## config.mk

```make
export PLATFORM = sky130hd
export DESIGN_NAME = uptime_elapsed_timer
export DESIGN_NICKNAME = d
export VERILOG_FILES = /design/src/rtl/uptime_pkg.sv /design/src/rtl/uptime_prescaler.sv /design/src/rtl/uptime_counter.sv /design/src/rtl/uptime_read_port.sv /design/src/rtl/uptime_elapsed_timer.sv
export SDC_FILE = /design/constraint.sdc
export NUM_CORES = 1
export LEC_CHECK = 0
export BUFFER_PORTS_ARGS = -buffer_cell sky130_fd_sc_hd__buf_4
export CAP_MARGIN = 20
export CORE_ASPECT_RATIO = 2
export CORE_MARGIN = 10
export CORE_UTILIZATION = 55
export DETAILED_ROUTE_END_ITERATION = 10
export GPL_ROUTABILITY_DRIVEN = 0
export PLACE_DENSITY = 0.74
export SLEW_MARGIN = 10
export SYNTH_ARGS = -nofsm -noshare
export SYNTH_HDL_FRONTEND = slang
export SYNTH_SLANG_ARGS = --single-unit
```

## constraint.sdc

```tcl
create_clock -name clk_i -period 3.83 [get_ports clk_i]
set_clock_uncertainty 0.05 [all_clocks]
set_input_delay 0.5745 -clock clk_i [delete_from_list [all_inputs] [get_ports clk_i]]
set_output_delay 0.5745 -clock clk_i [all_outputs]
set_load 0.005 [all_outputs]
```

## src/rtl/uptime_pkg.sv

```systemverilog
package uptime_pkg;

    localparam int NUM_CNT   = 2;   // 0: main supply, 1: standby supply
    localparam int MAX_BYTES = 4;   // byte slots per counter in each map

    typedef enum logic {
        MAP_RUNTIME = 1'b0,
        MAP_SMBUS   = 1'b1
    } map_e;

    typedef struct packed {
        logic       hit;
        logic       sel;   // counter select
        logic [1:0] idx;   // byte index, 0 = least significant
    } dec_t;

    // Address decode for both host maps.
    function automatic dec_t decode_addr(map_e m, logic [7:0] a);
        dec_t       r;
        logic [7:0] off;
        r   = '0;
        off = '0;
        if (m == MAP_RUNTIME) begin
            if (a >= 8'h6D && a <= 8'h74) begin
                off   = a - 8'h6D;
                r.hit = 1'b1;
                r.sel = off[2];
                r.idx = off[1:0];
            end
        end else begin
            case (a)
                8'h0A: r = '{hit: 1'b1, sel: 1'b0, idx: 2'd0};
                8'h0B: r = '{hit: 1'b1, sel: 1'b0, idx: 2'd1};
                8'h04: r = '{hit: 1'b1, sel: 1'b0, idx: 2'd2};
                8'h05: r = '{hit: 1'b1, sel: 1'b0, idx: 2'd3};
                8'h06, 8'h07, 8'h08, 8'h09: begin
                    off   = a - 8'h06;
                    r.hit = 1'b1;
                    r.sel = 1'b1;
                    r.idx = off[1:0];
                end
                default: r = '0;
            endcase
        end
        return r;
    endfunction

endpackage

```

## src/rtl/uptime_prescaler.sv

```systemverilog
module uptime_prescaler #(
    parameter int DIV = 32768
) (
    input  logic clk_i,
    input  logic rst_ni,
    input  logic ref_pulse_i,
    output logic sec_tick_o
);
    localparam int PW = (DIV > 2) ? $clog2(DIV) : 1;
    localparam logic [PW-1:0] LAST = PW'(DIV - 1);

    typedef struct packed {
        logic [PW-1:0] cnt;
    } pre_st_t;

    pre_st_t st_d, st_q;

    always_comb begin
        st_d       = st_q;
        sec_tick_o = 1'b0;
        if (ref_pulse_i) begin
            if (st_q.cnt == LAST) begin
                st_d.cnt   = '0;
                sec_tick_o = 1'b1;
            end else begin
                st_d.cnt = st_q.cnt + 1'b1;
            end
        end
    end

    always_ff @(posedge clk_i or negedge rst_ni) begin
        if (!rst_ni) st_q <= '0;
        else         st_q <= st_d;
    end

    // a tick restarts the division
    p_tick_restart_r1: assert property (@(posedge clk_i) disable iff (!rst_ni)
        sec_tick_o |=> st_q.cnt == '0);
    // no strobe, no progress
    p_idle_hold_r1: assert property (@(posedge clk_i) disable iff (!rst_ni)
        !ref_pulse_i |=> $stable(st_q.cnt));
    p_idle_no_tick_r1: assert property (@(posedge clk_i) disable iff (!rst_ni)
        !ref_pulse_i |-> !sec_tick_o);

endmodule

```

## src/rtl/uptime_counter.sv

```systemverilog
module uptime_counter #(
    parameter int W = 32
) (
    input  logic         clk_i,
    input  logic         rst_ni,
    input  logic         tick_i,
    input  logic         en_i,
    output logic [W-1:0] count_o
);
    typedef struct packed {
        logic [W-1:0] cnt;
    } cnt_st_t;

    cnt_st_t st_d, st_q;
    logic    step;

    always_comb begin
        st_d = st_q;
        step = tick_i && en_i;
        if (step) st_d.cnt = st_q.cnt + 1'b1;   // all ones wraps to zero
    end

    always_ff @(posedge clk_i or negedge rst_ni) begin
        if (!rst_ni) st_q <= '0;
        else         st_q <= st_d;
    end

    assign count_o = st_q.cnt;

    p_step_r2: assert property (@(posedge clk_i) disable iff (!rst_ni)
        (tick_i && en_i && count_o != '1) |=> count_o == $past(count_o) + 1'b1);
    p_hold_r3: assert property (@(posedge clk_i) disable iff (!rst_ni)
        !en_i |=> $stable(count_o));
    p_wrap_r5: assert property (@(posedge clk_i) disable iff (!rst_ni)
        (tick_i && en_i && count_o == '1) |=> count_o == '0);

endmodule

```

## src/rtl/uptime_read_port.sv

```systemverilog
module uptime_read_port #(
    parameter int               W   = 32,
    parameter uptime_pkg::map_e MAP = uptime_pkg::MAP_RUNTIME
) (
    input  logic         clk_i,
    input  logic         rst_ni,
    input  logic         rd_i,
    input  logic         wr_i,
    input  logic [7:0]   addr_i,
    input  logic [W-1:0] cnt_main_i,
    input  logic [W-1:0] cnt_stby_i,
    output logic [7:0]   rdata_o
);
    // W must be a multiple of 8 between 16 and 32.
    localparam int NBYTES = W / 8;
    localparam int SNAP_W = W - 8;
    localparam int WIDE_W = (uptime_pkg::MAX_BYTES - 1) * 8;

    typedef struct packed {
        logic [uptime_pkg::NUM_CNT-1:0][SNAP_W-1:0] snap;
        logic [7:0]                                 rdata;
    } port_st_t;

    port_st_t          st_d, st_q;
    uptime_pkg::dec_t  dec;
    logic [W-1:0]      live;
    logic [WIDE_W-1:0] wide;
    logic              rd_ok;
    logic              lsb_rd;

    always_comb begin
        st_d   = st_q;
        dec    = uptime_pkg::decode_addr(MAP, addr_i);
        live   = dec.sel ? cnt_stby_i : cnt_main_i;
        wide   = '0;
        rd_ok  = rd_i && !wr_i;
        lsb_rd = rd_ok && dec.hit && (dec.idx == 2'd0);
        if (rd_ok) begin
            if (!dec.hit || int'(dec.idx) >= NBYTES) begin
                st_d.rdata = '0;
            end else if (dec.idx == 2'd0) begin
                st_d.rdata         = live[7:0];
                st_d.snap[dec.sel] = live[W-1:8];
            end else begin
                wide[SNAP_W-1:0] = st_q.snap[dec.sel];
                st_d.rdata       = wide[(int'(dec.idx) - 1) * 8 +: 8];
            end
        end
    end

    always_ff @(posedge clk_i or negedge rst_ni) begin
        if (!rst_ni) st_q <= '0;
        else         st_q <= st_d;
    end

    assign rdata_o = st_q.rdata;

    p_lsb_live_r6: assert property (@(posedge clk_i) disable iff (!rst_ni)
        lsb_rd |=> rdata_o == $past(live[7:0]));
    p_snap_hold_r7: assert property (@(posedge clk_i) disable iff (!rst_ni)
        !lsb_rd |=> $stable(st_q.snap));
    p_unmapped_zero_r11: assert property (@(posedge clk_i) disable iff (!rst_ni)
        (rd_ok && !dec.hit) |=> rdata_o == 8'h00);
    p_write_ignored_r12: assert property (@(posedge clk_i) disable iff (!rst_ni)
        wr_i |=> ($stable(rdata_o) && $stable(st_q.snap)));

endmodule

```

## src/rtl/uptime_elapsed_timer.sv

```systemverilog
module uptime_elapsed_timer #(
    parameter int PRESCALE = 32768,
    parameter int CNT_W    = 32
) (
    input  logic       clk_i,
    input  logic       bat_rst_ni,
    input  logic       ref_pulse_i,
    input  logic       main_pg_i,
    input  logic       stby_pg_i,
    input  logic       rt_rd_i,
    input  logic       rt_wr_i,
    input  logic [7:0] rt_addr_i,
    output logic [7:0] rt_rdata_o,
    input  logic       sm_rd_i,
    input  logic       sm_wr_i,
    input  logic [7:0] sm_addr_i,
    output logic [7:0] sm_rdata_o
);
    localparam int NC = uptime_pkg::NUM_CNT;
    localparam int NP = 2;

    logic                       sec_tick;
    logic [NC-1:0]              pg;
    logic [NC-1:0][CNT_W-1:0]   cnt;
    logic [NP-1:0]              p_rd, p_wr;
    logic [NP-1:0][7:0]         p_addr, p_rdata;

    assign pg     = {stby_pg_i, main_pg_i};
    assign p_rd   = {sm_rd_i, rt_rd_i};
    assign p_wr   = {sm_wr_i, rt_wr_i};
    assign p_addr = {sm_addr_i, rt_addr_i};
    assign rt_rdata_o = p_rdata[0];
    assign sm_rdata_o = p_rdata[1];

    uptime_prescaler #(.DIV(PRESCALE)) u_pre (
        .clk_i       (clk_i),
        .rst_ni      (bat_rst_ni),
        .ref_pulse_i (ref_pulse_i),
        .sec_tick_o  (sec_tick)
    );

    for (genvar gc = 0; gc < NC; gc++) begin : g_cnt
        uptime_counter #(.W(CNT_W)) u_cnt (
            .clk_i   (clk_i),
            .rst_ni  (bat_rst_ni),
            .tick_i  (sec_tick),
            .en_i    (pg[gc]),
            .count_o (cnt[gc])
        );
    end

    for (genvar gp = 0; gp < NP; gp++) begin : g_port
        localparam uptime_pkg::map_e M =
            (gp == 0) ? uptime_pkg::MAP_RUNTIME : uptime_pkg::MAP_SMBUS;
        uptime_read_port #(.W(CNT_W), .MAP(M)) u_port (
            .clk_i      (clk_i),
            .rst_ni     (bat_rst_ni),
            .rd_i       (p_rd[gp]),
            .wr_i       (p_wr[gp]),
            .addr_i     (p_addr[gp]),
            .cnt_main_i (cnt[0]),
            .cnt_stby_i (cnt[1]),
            .rdata_o    (p_rdata[gp])
        );
    end

endmodule

```

Word-level counts from Yosys, hierarchy flattened --
Cells that the tools add are included.
Cells by class: equal/unequal tests 9, multiplexer cells 21, shift operators 2, order comparisons 6, reductions and logical operators 14, $add $sub $neg 7
Operators with widths (number):
- $mux 24 | 6
- $bwmux 48 | 2
- $add 32x1->32 const B | 2
- $mux 32 | 2
- $shiftx 24x32->8 | 2
- $demux 24 s1 | 2
- $eq 8x3->1 const B | 4
- $eq 8x4->1 const B | 4
- $mux 8 | 4
- $pmux 4 s5 | 1
- $add 15x1->15 const B | 1
- $eq 15x15->1 const B | 1
- $mux 15 | 1
- $ge 8x7->1 const B | 1
- $le 8x7->1 const B | 1
- $logic_and 1x1->1 | 7
- $reduce_and 3->1 | 2
- $sub 2x1->3 const B | 2
- $logic_not 2->1 | 2
- $lt 1x2->1 const B | 2
- $mux 4 | 1
- $reduce_or 4->1 | 1
- $sub 3x3->3 const B | 1
- $ge 1x1->1 const B | 2
- other kinds (3) | 5
Storage, ports and cells: logic and storage cells 68, input port bits 25, output and inout port bits 16, bits in registers 191

Depth between registers and ports, before layout --
Gate-level depths: netlist of the first run.
depth in word-level cells 8, depth in mapped cells 12, mapped depth without buffers 10

Cells and area by module --
From an unflattened synthesis of the first run, not the netlist that was laid out.
Unflattened totals: cell total of the unflattened synthesis 933, area, all modules 9828.2 um^2
By module, submodules not included:
- uptime_read_port (g_port[0].u_port) | sequential area each 1401.3 um^2, instances 1, area an instance 3150.5 um^2, cells an instance 341
- uptime_read_port (g_port[1].u_port) | sequential area each 1401.3 um^2, instances 1, area an instance 3012.9 um^2, cells an instance 267
- uptime_counter | sequential area each 800.8 um^2, instances 2, area an instance 1455.1 um^2, cells an instance 127
- uptime_prescaler | sequential area each 375.4 um^2, instances 1, area an instance 754.5 um^2, cells an instance 71

Worst setup path after synthesis of the first run --
OpenSTA, ideal clock, no wires.
kind input to register, start point in rt_addr_i[0], end point reg g_port[0].u_port.st_q[36] in the netlist's numbering, buffers on the path 4, arrival time 3266 ps, stages on the path 12, setup time 125 ps, path slack 389 ps, cells stage by stage inv_1 ha_1 nand2b_1 a32oi_1 clkbuf_1 or3_1 ha_1 clkbuf_1 and3_1 clkbuf_1 clkbuf_1 mux2_2
On the way: word-level cells in the longest chain between the ends 8, elaborated cells on any way between the ends 14, those cells by class add/sub: 1; order compare: 4; mux: 5; reduce/logical: 4
Ends and longest elaborated chain:
- from (decl) | RTL line uptime_elapsed_timer.sv:12 | input logic [7:0] rt_addr_i,
- $ge 8x7->1 or $le 8x7->1 (tied branches) | RTL line uptime_pkg.sv:24 | if (a >= 8'h6D && a <= 8'h74) begin
- $logic_and 1x1->1 | RTL line uptime_pkg.sv:24
- $mux 4 (*) | RTL line uptime_pkg.sv:24
- $lt 1x2->1 (implied by the code) or $ge 1x1->1 (tied branches) | RTL line uptime_read_port.sv:43 | st_d.snap[dec.sel] = live[W-1:8];
- $logic_and 1x1->1 (implied by the code) | RTL line uptime_read_port.sv:43
- $mux 24 (implied by the code) | RTL line uptime_read_port.sv:43
- $demux 24 s1
- $bwmux 48 | RTL line uptime_read_port.sv:43
- to (signal assigned) | RTL line uptime_read_port.sv:53 | else st_q <= st_d;
- to (decl) | RTL line uptime_read_port.sv:24 | port_st_t st_d, st_q;
Mark *: on every way between the ends. The rest lies on a longest branch, timed or not. A chain may end at the register's enable or synchronous reset.

Worst setup path after layout of the first run --
start point in rt_addr_i[0], end point reg g_port[0].u_port.st_q, in the netlist g_port[0].u_port.rdata_o[7]
On the way: word-level cells in the longest chain between the ends 8, elaborated cells on any way between the ends 13, those cells by class add/sub: 2; order compare: 2; shift: 1; mux: 6; reduce/logical: 2
Ends and longest elaborated chain:
- $ge 8x7->1 or $le 8x7->1 (tied branches) | RTL line uptime_pkg.sv:24
- $logic_and 1x1->1 | RTL line uptime_pkg.sv:24
- $mux 4 (*) | RTL line uptime_pkg.sv:24
- branches (longest 4 deep; another with $sub 2x1->3)
- $mux 8 (*) | RTL line uptime_read_port.sv:39 | if (!dec.hit || int'(dec.idx) >= NBYTES) begin
Mark *: on every way between the ends. The select of a mux whose other input is x is not followed.

==> results of run 1 <==
-- cell type report --
| type | instances | area [sq um] |
|---|---|---|
| fill | 1492 | 7030 |
| timing repair buffer | 67 | 534 |
| clock buffer | 20 | 457 |
| sequential | 191 | 4780 |
| multi-input combinational | 644 | 4870 |
| clock inverter | 12 | 173 |
| inverter | 28 | 105 |
| tap | 216 | 270 |
-- stage by stage --
stage               total power (uW)  hold slack [ns]  utilization  instances  worst slack, ns
finish                          4290            0.135        0.614       1178            0.830
global route                    4420            0.208        0.614       1178            0.610
CTS                             4320            0.194        0.614       1178            0.854
detailed placement              2440            0.415        0.579       1146            0.373
global placement                2430            0.404        0.579       1146            0.470
floorplan                       2300            0.229            -        935            0.389
-- logic make-up after synthesis --
family,count (synthesis),share of synthesized area
and+or+nand+nor,287,0.149
DFF,191,0.472
muxes,128,0.148
buffers and inverters,100,0.0489
adders and majority gates,8,0.00988
xor gates and xnor gates,78,0.0675
AOI/OAI and AO/OA,143,0.105
-- critical path: stages --
cell and delay (ns):
buf_4 0.13, inv_1 0.10, ha_1 0.27, nand2b_1 0.09, a32oi_1 0.15, or3_1 0.37, ha_1 0.62, inv_1 0.29
a211oi_1 0.29, mux2i_1 0.11, a31o_2 0.27
-- synth_stat cells, types with 3 or more instances --
cell type / instances / share of area
nor2_1: 38 / 0.014
and3_1: 13 / 0.0080
o2111ai_1: 3 / 0.0026
a31oi_1: 8 / 0.0049
nor2b_1: 10 / 0.0062
nand2_1: 87 / 0.032
o21ai_0: 28 / 0.014
inv_1: 28 / 0.010
a32o_1: 7 / 0.0069
xnor2_1: 47 / 0.041
and3b_1: 4 / 0.0035
mux2_2: 94 / 0.10
a211oi_1: 22 / 0.016
o211ai_1: 13 / 0.0096
and2_1: 11 / 0.0068
and4_1: 14 / 0.012
mux2_4: 20 / 0.030
ha_1: 8 / 0.0099
a31o_2: 7 / 0.0061
xor2_1: 31 / 0.027
nor3_1: 15 / 0.0074
a311oi_1: 9 / 0.0078
nor4_1: 9 / 0.0056
o221ai_1: 8 / 0.0069
mux2i_1: 14 / 0.014
clkbuf_1: 44 / 0.016
nand2b_1: 4 / 0.0025
a2111oi_0: 8 / 0.0069
or3_1: 4 / 0.0025
dfrtp_1: 191 / 0.47
nand3_1: 31 / 0.015
buf_4: 18 / 0.013
buf_2: 4 / 0.0020
nand4_1: 36 / 0.022
o21a_1: 10 / 0.0074
a22oi_1: 3 / 0.0022
o311ai_0: 3 / 0.0026
o31ai_1: 7 / 0.0052
-- worst paths after layout --
kind | endpoint | slack (ns)
min reg2reg | u_pre.st_q[10] | 0.43
max | g_port[0].u_port.rdata_o[7] | 0.83
max in group asynchronous | g_port[0].u_port.st_q[27] | 2.65
max reg2reg | g_cnt[1].u_cnt.count_o[13] | 1.36
min in group clk_i | u_pre.st_q[0] | 0.38
min | u_pre.st_q[14] | 0.13
-- sequential cells by signal, indices dropped and copies added (netlist names) --
register / cells
g_cnt.u_cnt.count_o: 64
g_port.u_port.rdata_o: 16
g_port.u_port.st_q: 96
u_pre.st_q: 15
-- report_power, final --
group          internal, uW  switching [uW]  total (uW)
clock                  1080             800        1880
combinational           110             192         302
sequential             2060            41.0        2100
total                  3250            1030        4290
-- per-layer routing --
layer,vias to the layer above,global-route usage,part of all wire
li1,3419,-,-
met3,82,0.0323,0.037
met1,3703,0.223,0.37
met2,230,0.382,0.53
met4,0,0.157,0.066
met5,-,0,0
-- cell usage in the layout, fill, tap and decap left out, types with 7 or more instances in the layout --
cell type / synthesis / routed
dfrtp_1: 191 / 191
mux2_2: 94 / 94
nand2_1: 87 / 87
buf_4: 18 / 64
xnor2_1: 47 / 46
nor2_1: 38 / 38
nand4_1: 36 / 36
xor2_1: 31 / 31
nand3_1: 31 / 31
inv_1: 28 / 28
o21ai_0: 28 / 28
a211oi_1: 22 / 22
mux2_4: 20 / 20
clkbuf_16: 0 / 17
nor3_1: 15 / 15
and4_1: 14 / 14
mux2i_1: 14 / 14
and3_1: 13 / 13
o211ai_1: 13 / 13
and2_1: 11 / 11
nor2b_1: 10 / 10
o21a_1: 10 / 10
a311oi_1: 9 / 9
nor4_1: 9 / 8
a31oi_1: 8 / 8
o221ai_1: 8 / 8
a2111oi_0: 8 / 8
ha_1: 8 / 8
o31ai_1: 7 / 7
a32o_1: 7 / 7
a31o_2: 7 / 7
==> metrics.txt, run 1 <==
clock latency at the later pin of the worst-skew pair 0.44 ns; CTS tree yes; Post-synth top flop dfrtp_1; Final Hold Viols 0; Worst slew margin 0.412; Syn Nets 968; Post-CTS Resized 0; Crit Path Class in2reg; TritonRoute pass-1 iters 5; Yosys reg bits 191; Initial Util 0.556; RSZ-0062 raised after global routing false; Iteration-0 DRC Markers 439; final net count 982; Die X-Extent 116 um; largest net degree at the start of global routing 99; io pins 41; drt via density 6.31; clk buf depth 2; outcome finished clean; total die area 0.0246 sq mm; Vias 7,434; Post-DP Area 0.0106 sq mm; leakage power total 0.00507 uW; Die Span Y 212 um; row count 70; root buffer cell clkbuf_16; DR DRC count 0; Ant. Diodes 0; CTS Sinks 191; worst setup path startpoint rt_addr_i[0]; ys async rst share 1.00; Overall Global Routing Usage 0.216; Setup Viol. Count Final 0; Slew Limit Fails 0; CP Max Fanout 19; CTS buffer count 17; Post-Synthesis Cells 935; fin crit period 3.00 ns; port buffer count 40; Max Cap Viol 0; Post-CTS Setup Bufs 0; maximum vdd ir drop 0.310 mV; crit path DAT 3.28 ns; Hold Path Class in2async; CTS H-tree depth 4; crit share post-route 0.783; Core ar. 0.0182 sq mm; vias in the first global route 7,419; achievable frequency 333 MHz; share of cells above drive strength 1 0.239; pwr dens 383 mW/mm^2; Reg clk slew, reported paths 0.07 ns; Post-synth EDFFs 0; Fin Setup TNS 0 ns; Cell Area, Synth 0.0101 sq mm; register area share after synthesis 0.472; # hold bufs at CTS 0; reg2reg start u_pre.st_q[12]; crit path capture type flip-flop; Final ANT Viol Nets 0; Worst setup SP type input pin; area grow syn2layout 10.4%; DR WL/cell 21.9 um; antenna violations before repair 0; syn avg cell area 10.8 sq um; DP HPWL 19.4 mm; first-pass GRT wire length 40.6 mm; worst endpoint required time 4.11 ns; Reg2Reg Depth 5; Slew @ Worst Pin 0.876 ns; Final Instance Area 0.0112 sq mm; Synth Warn # 0; Netlist cell types 54; remaining global-route overflow 0; final wirelength 25.8 mm
No activity file was read; power rests on OpenSTA's default activity.
==> inputs of run 2 (changes only) <==
ABC_AREA = 1   (was not set)
PLACE_DENSITY = 0.77   (was 0.74)
clock period = 2.55 ns   (was 3.83 ns; I/O delays follow)
==> metrics.txt, run 2 <==
Critical R2R Capture g_cnt[1].u_cnt.count_o[25]; Worst slew margin 0.469 (+0.0576); CTS H-tree depth 4 (unchanged); critical path's slowest cell dfrtp_1; CTS tree yes; fin worst setup slack 0.255 ns (-0.575 ns); root buffer cell clkbuf_16; pwr dens 605 mW/mm^2 (+58%); largest net degree at the start of global routing 57 (-42%); register area share after synthesis 0.441 (-0.0305); first-pass GRT wire length 52.0 mm (+28%); Iteration-0 DRC Markers 857 (+95%); clock latency at the later pin of the worst-skew pair 0.45 ns (about the same); drt via density 5.57 (-12%); vias in the first global route 9,785 (+32%); top layer reached by signal wires met4; area leader, netlist dfrtp_1; Initial Util 0.559 (+0.00314); row count 72 (+2.9%); Hold Path Class in2reg; Crit Path Class reg2reg; Max Cap Viol 0 (unchanged); reg2reg start g_cnt[1].u_cnt.count_o[4]; Die Span Y 218 um (+3.1%); clk buf depth 2 (unchanged); Worst setup SP type flip-flop; TritonRoute pass-1 iters 6 (+1); post-synth top area share 0.441 (-0.0305); Yosys reg bits 191 (unchanged); Netlist cell types 39 (-28%); Largest register FFs 96 (unchanged); Die X-Extent 119 um (+2.8%); WL met3 1.56 mm (+63%); crit path DAT 2.57 ns (-0.71 ns); Slew Limit Fails 0 (unchanged); top cells by count, synth nand2_1 (518), dfrtp_1 (191), inv_1 (163), o21ai_0 (119), nand3_1 (85); share of cells above drive strength 1 0.0925 (-0.147); CTS Sinks 191 (unchanged); most common library cell in the layout ignoring fill and taps nand2_1; hold path endpoint u_pre.st_q[0]; remaining global-route overflow 0 (unchanged); Reg clk slew, reported paths 0.06 ns (about the same); DR DRC count 0 (unchanged); final net count 1,534 (+56%); Post-synth EDFFs 0 (unchanged); outcome finished clean; syn avg cell area 7.36 sq um (-32%); critical path, cell by cell nand2_1, nor2_1, nand3_1, nor2_1, nand2_1, xor2_1, nand2_1, o21ai_0; ys async rst share 1.00 (unchanged); achievable frequency 436 MHz; crit share post-route 0.900; final wirelength 32.8 mm (+27%); wire length on met1 11.1 mm (+17%); CTS buffer count 17 (unchanged); Core ar. 0.0194 sq mm (+6.3%); most frequent CP cell nand2_1; worst endpoint required time 2.82 ns (-1.29 ns); Ant. Diodes 0 (unchanged); CP Max Fanout 6 (-13); Overall Global Routing Usage 0.259 (+0.0429); Vias 9,880 (+33%); total die area 0.0260 sq mm (+6.0%); DR WL/cell 18.5 um (-15%); Cell Area, Synth 0.0108 sq mm (+6.9%); post-placement setup slack 0.0117 ns (-0.361 ns); Fin Setup TNS 0 ns (unchanged); antenna violations before repair 0 (unchanged); Synth Warn # 0 (unchanged); io pins 41 (unchanged); Slew @ Worst Pin 0.791 ns (-0.0849 ns); Setup Viol. Count Final 0 (unchanged); Post-Synthesis Cells 1,472 (+57%); most frequent cells in the layout nand2_1 (518), dfrtp_1 (191), inv_1 (163); largest cells by area after synthesis dfrtp_1 (44%), nand2_1 (18%), inv_1 (5.7%); DP HPWL 24.4 mm (+26%); Syn Nets 1,505 (+55%); Worst Hold Slack 0.173 ns (+0.0383 ns); CP peak stage delay 0.50 ns (-0.12 ns); port buffer count 40 (unchanged); Biggest register g_port.u_port.st_q; Final ANT Viol Nets 0 (unchanged); crit path capture type flip-flop; metal2 WL 17.0 mm (+25%); fin crit period 2.29 ns; Hold Path Cell Cnt 2; Reg2Reg Depth 8 (+3); fill cell count 1,738 (+16%); RSZ-0062 raised after global routing false; reg2reg setup slack 0.26 ns (-1.10 ns); Hold Startpoint ref_pulse_i; maximum vdd ir drop 0.723 mV (+130%); top-count cell post-synth nand2_1; area grow syn2layout 11.8%; Post-synth top flop dfrtp_1; leakage power total 0.00609 uW (+20%); Final Hold Viols 0 (unchanged)
-- run 2: cell types whose count changed in the layout (fill, tap and decap cells not counted), moves of 20 or more --
cell,delta
a211oi_1,-22
inv_1,+135
mux2_2,-92
mux2_4,-20
nand2_1,+431
nand3_1,+54
nor2_1,+27
nor3_1,+24
o21ai_0,+90
o21ai_1,+52
xnor2_1,-37
xor2_1,+27
-- run 2: worst max-delay path, delay by kind of cell (launching register included) --
kind             cells  cell delay (ns)
AND/OR/NAND/NOR      6             1.36
flip-flops           1             0.50
XOR/XNOR             1             0.17
AO/OA/AOI/OAI        1             0.09
-- run 2: report_power, final --
group	internal [uW]	total, uW	switching (uW)
Clock	1770	2980	1210
Combinational	308	849	541
Sequential	3310	3500	184
-- run 2: repair_timing --
item | in CTS | in global routing
endpoints found under the hold margin | 44 | 0
setup endpoints to repair | 0 | 1
gates resized for setup | 0 | 1
hold buffers | 1 | 0
buffers inserted | 0 | 0
-- run 2: worst max-delay path by stage --
stage                              start                           to  slack [ns]  depth (start not counted)
5_1_grt        g_cnt[1].u_cnt.count_o[4]   g_cnt[1].u_cnt.count_o[25]        0.15                          8
3_3_place_gp                rt_addr_i[0]  g_port[0].u_port.rdata_o[0]        0.06                         18
2_1_floorplan               rt_addr_i[0]  g_port[0].u_port.rdata_o[0]        0.01                         17
4_1_cts        g_cnt[1].u_cnt.count_o[1]   g_cnt[1].u_cnt.count_o[24]        0.23                          8
6_report       g_cnt[1].u_cnt.count_o[4]   g_cnt[1].u_cnt.count_o[25]        0.26                          8
3_5_place_dp                rt_addr_i[0]  g_port[0].u_port.rdata_o[6]        0.01                         17
-- run 2: cells by family (layout without fill, tap and decap cells) --
group,after synthesis,in the layout,synth area share
AOI/OAI and AO/OA,194,194,0.0926
xor gates and xnor gates,68,68,0.0557
adders and majority gates,8,8,0.00924
buffers and inverters,248,290,0.102
DFF,191,191,0.441
muxes,2,2,0.00208
and+or+nand+nor,761,761,0.297
-- run 2: per-stage QoR --
stage	instances	total power (uW)	utilization	area, sq um
floorplan	1472	4020	-	10800
global placement	1740	4350	0.591	11400
detailed placement	1740	4380	0.591	11400
CTS	1773	7340	0.625	12100
global route	1773	7620	0.625	12100
finish	1773	7320	0.625	12100
-- run 2: area by class of cell --
cell class	instances	area (sq um)	area share
flip-flops and latches	191	4780	0.395
repair buffers	85	747	0.0617
well taps	259	324	0.0268
inverters	173	651	0.0537
multi-input cells	1033	4950	0.409
clock inverters	13	208	0.0172
clock buffers	19	443	0.0366
-- run 2: per-layer routing --
metal,vias up,track usage
met5,-,0
met4,0,0.220
met3,141,0.0491
met2,392,0.461
met1,4657,0.250
li1,4690,-
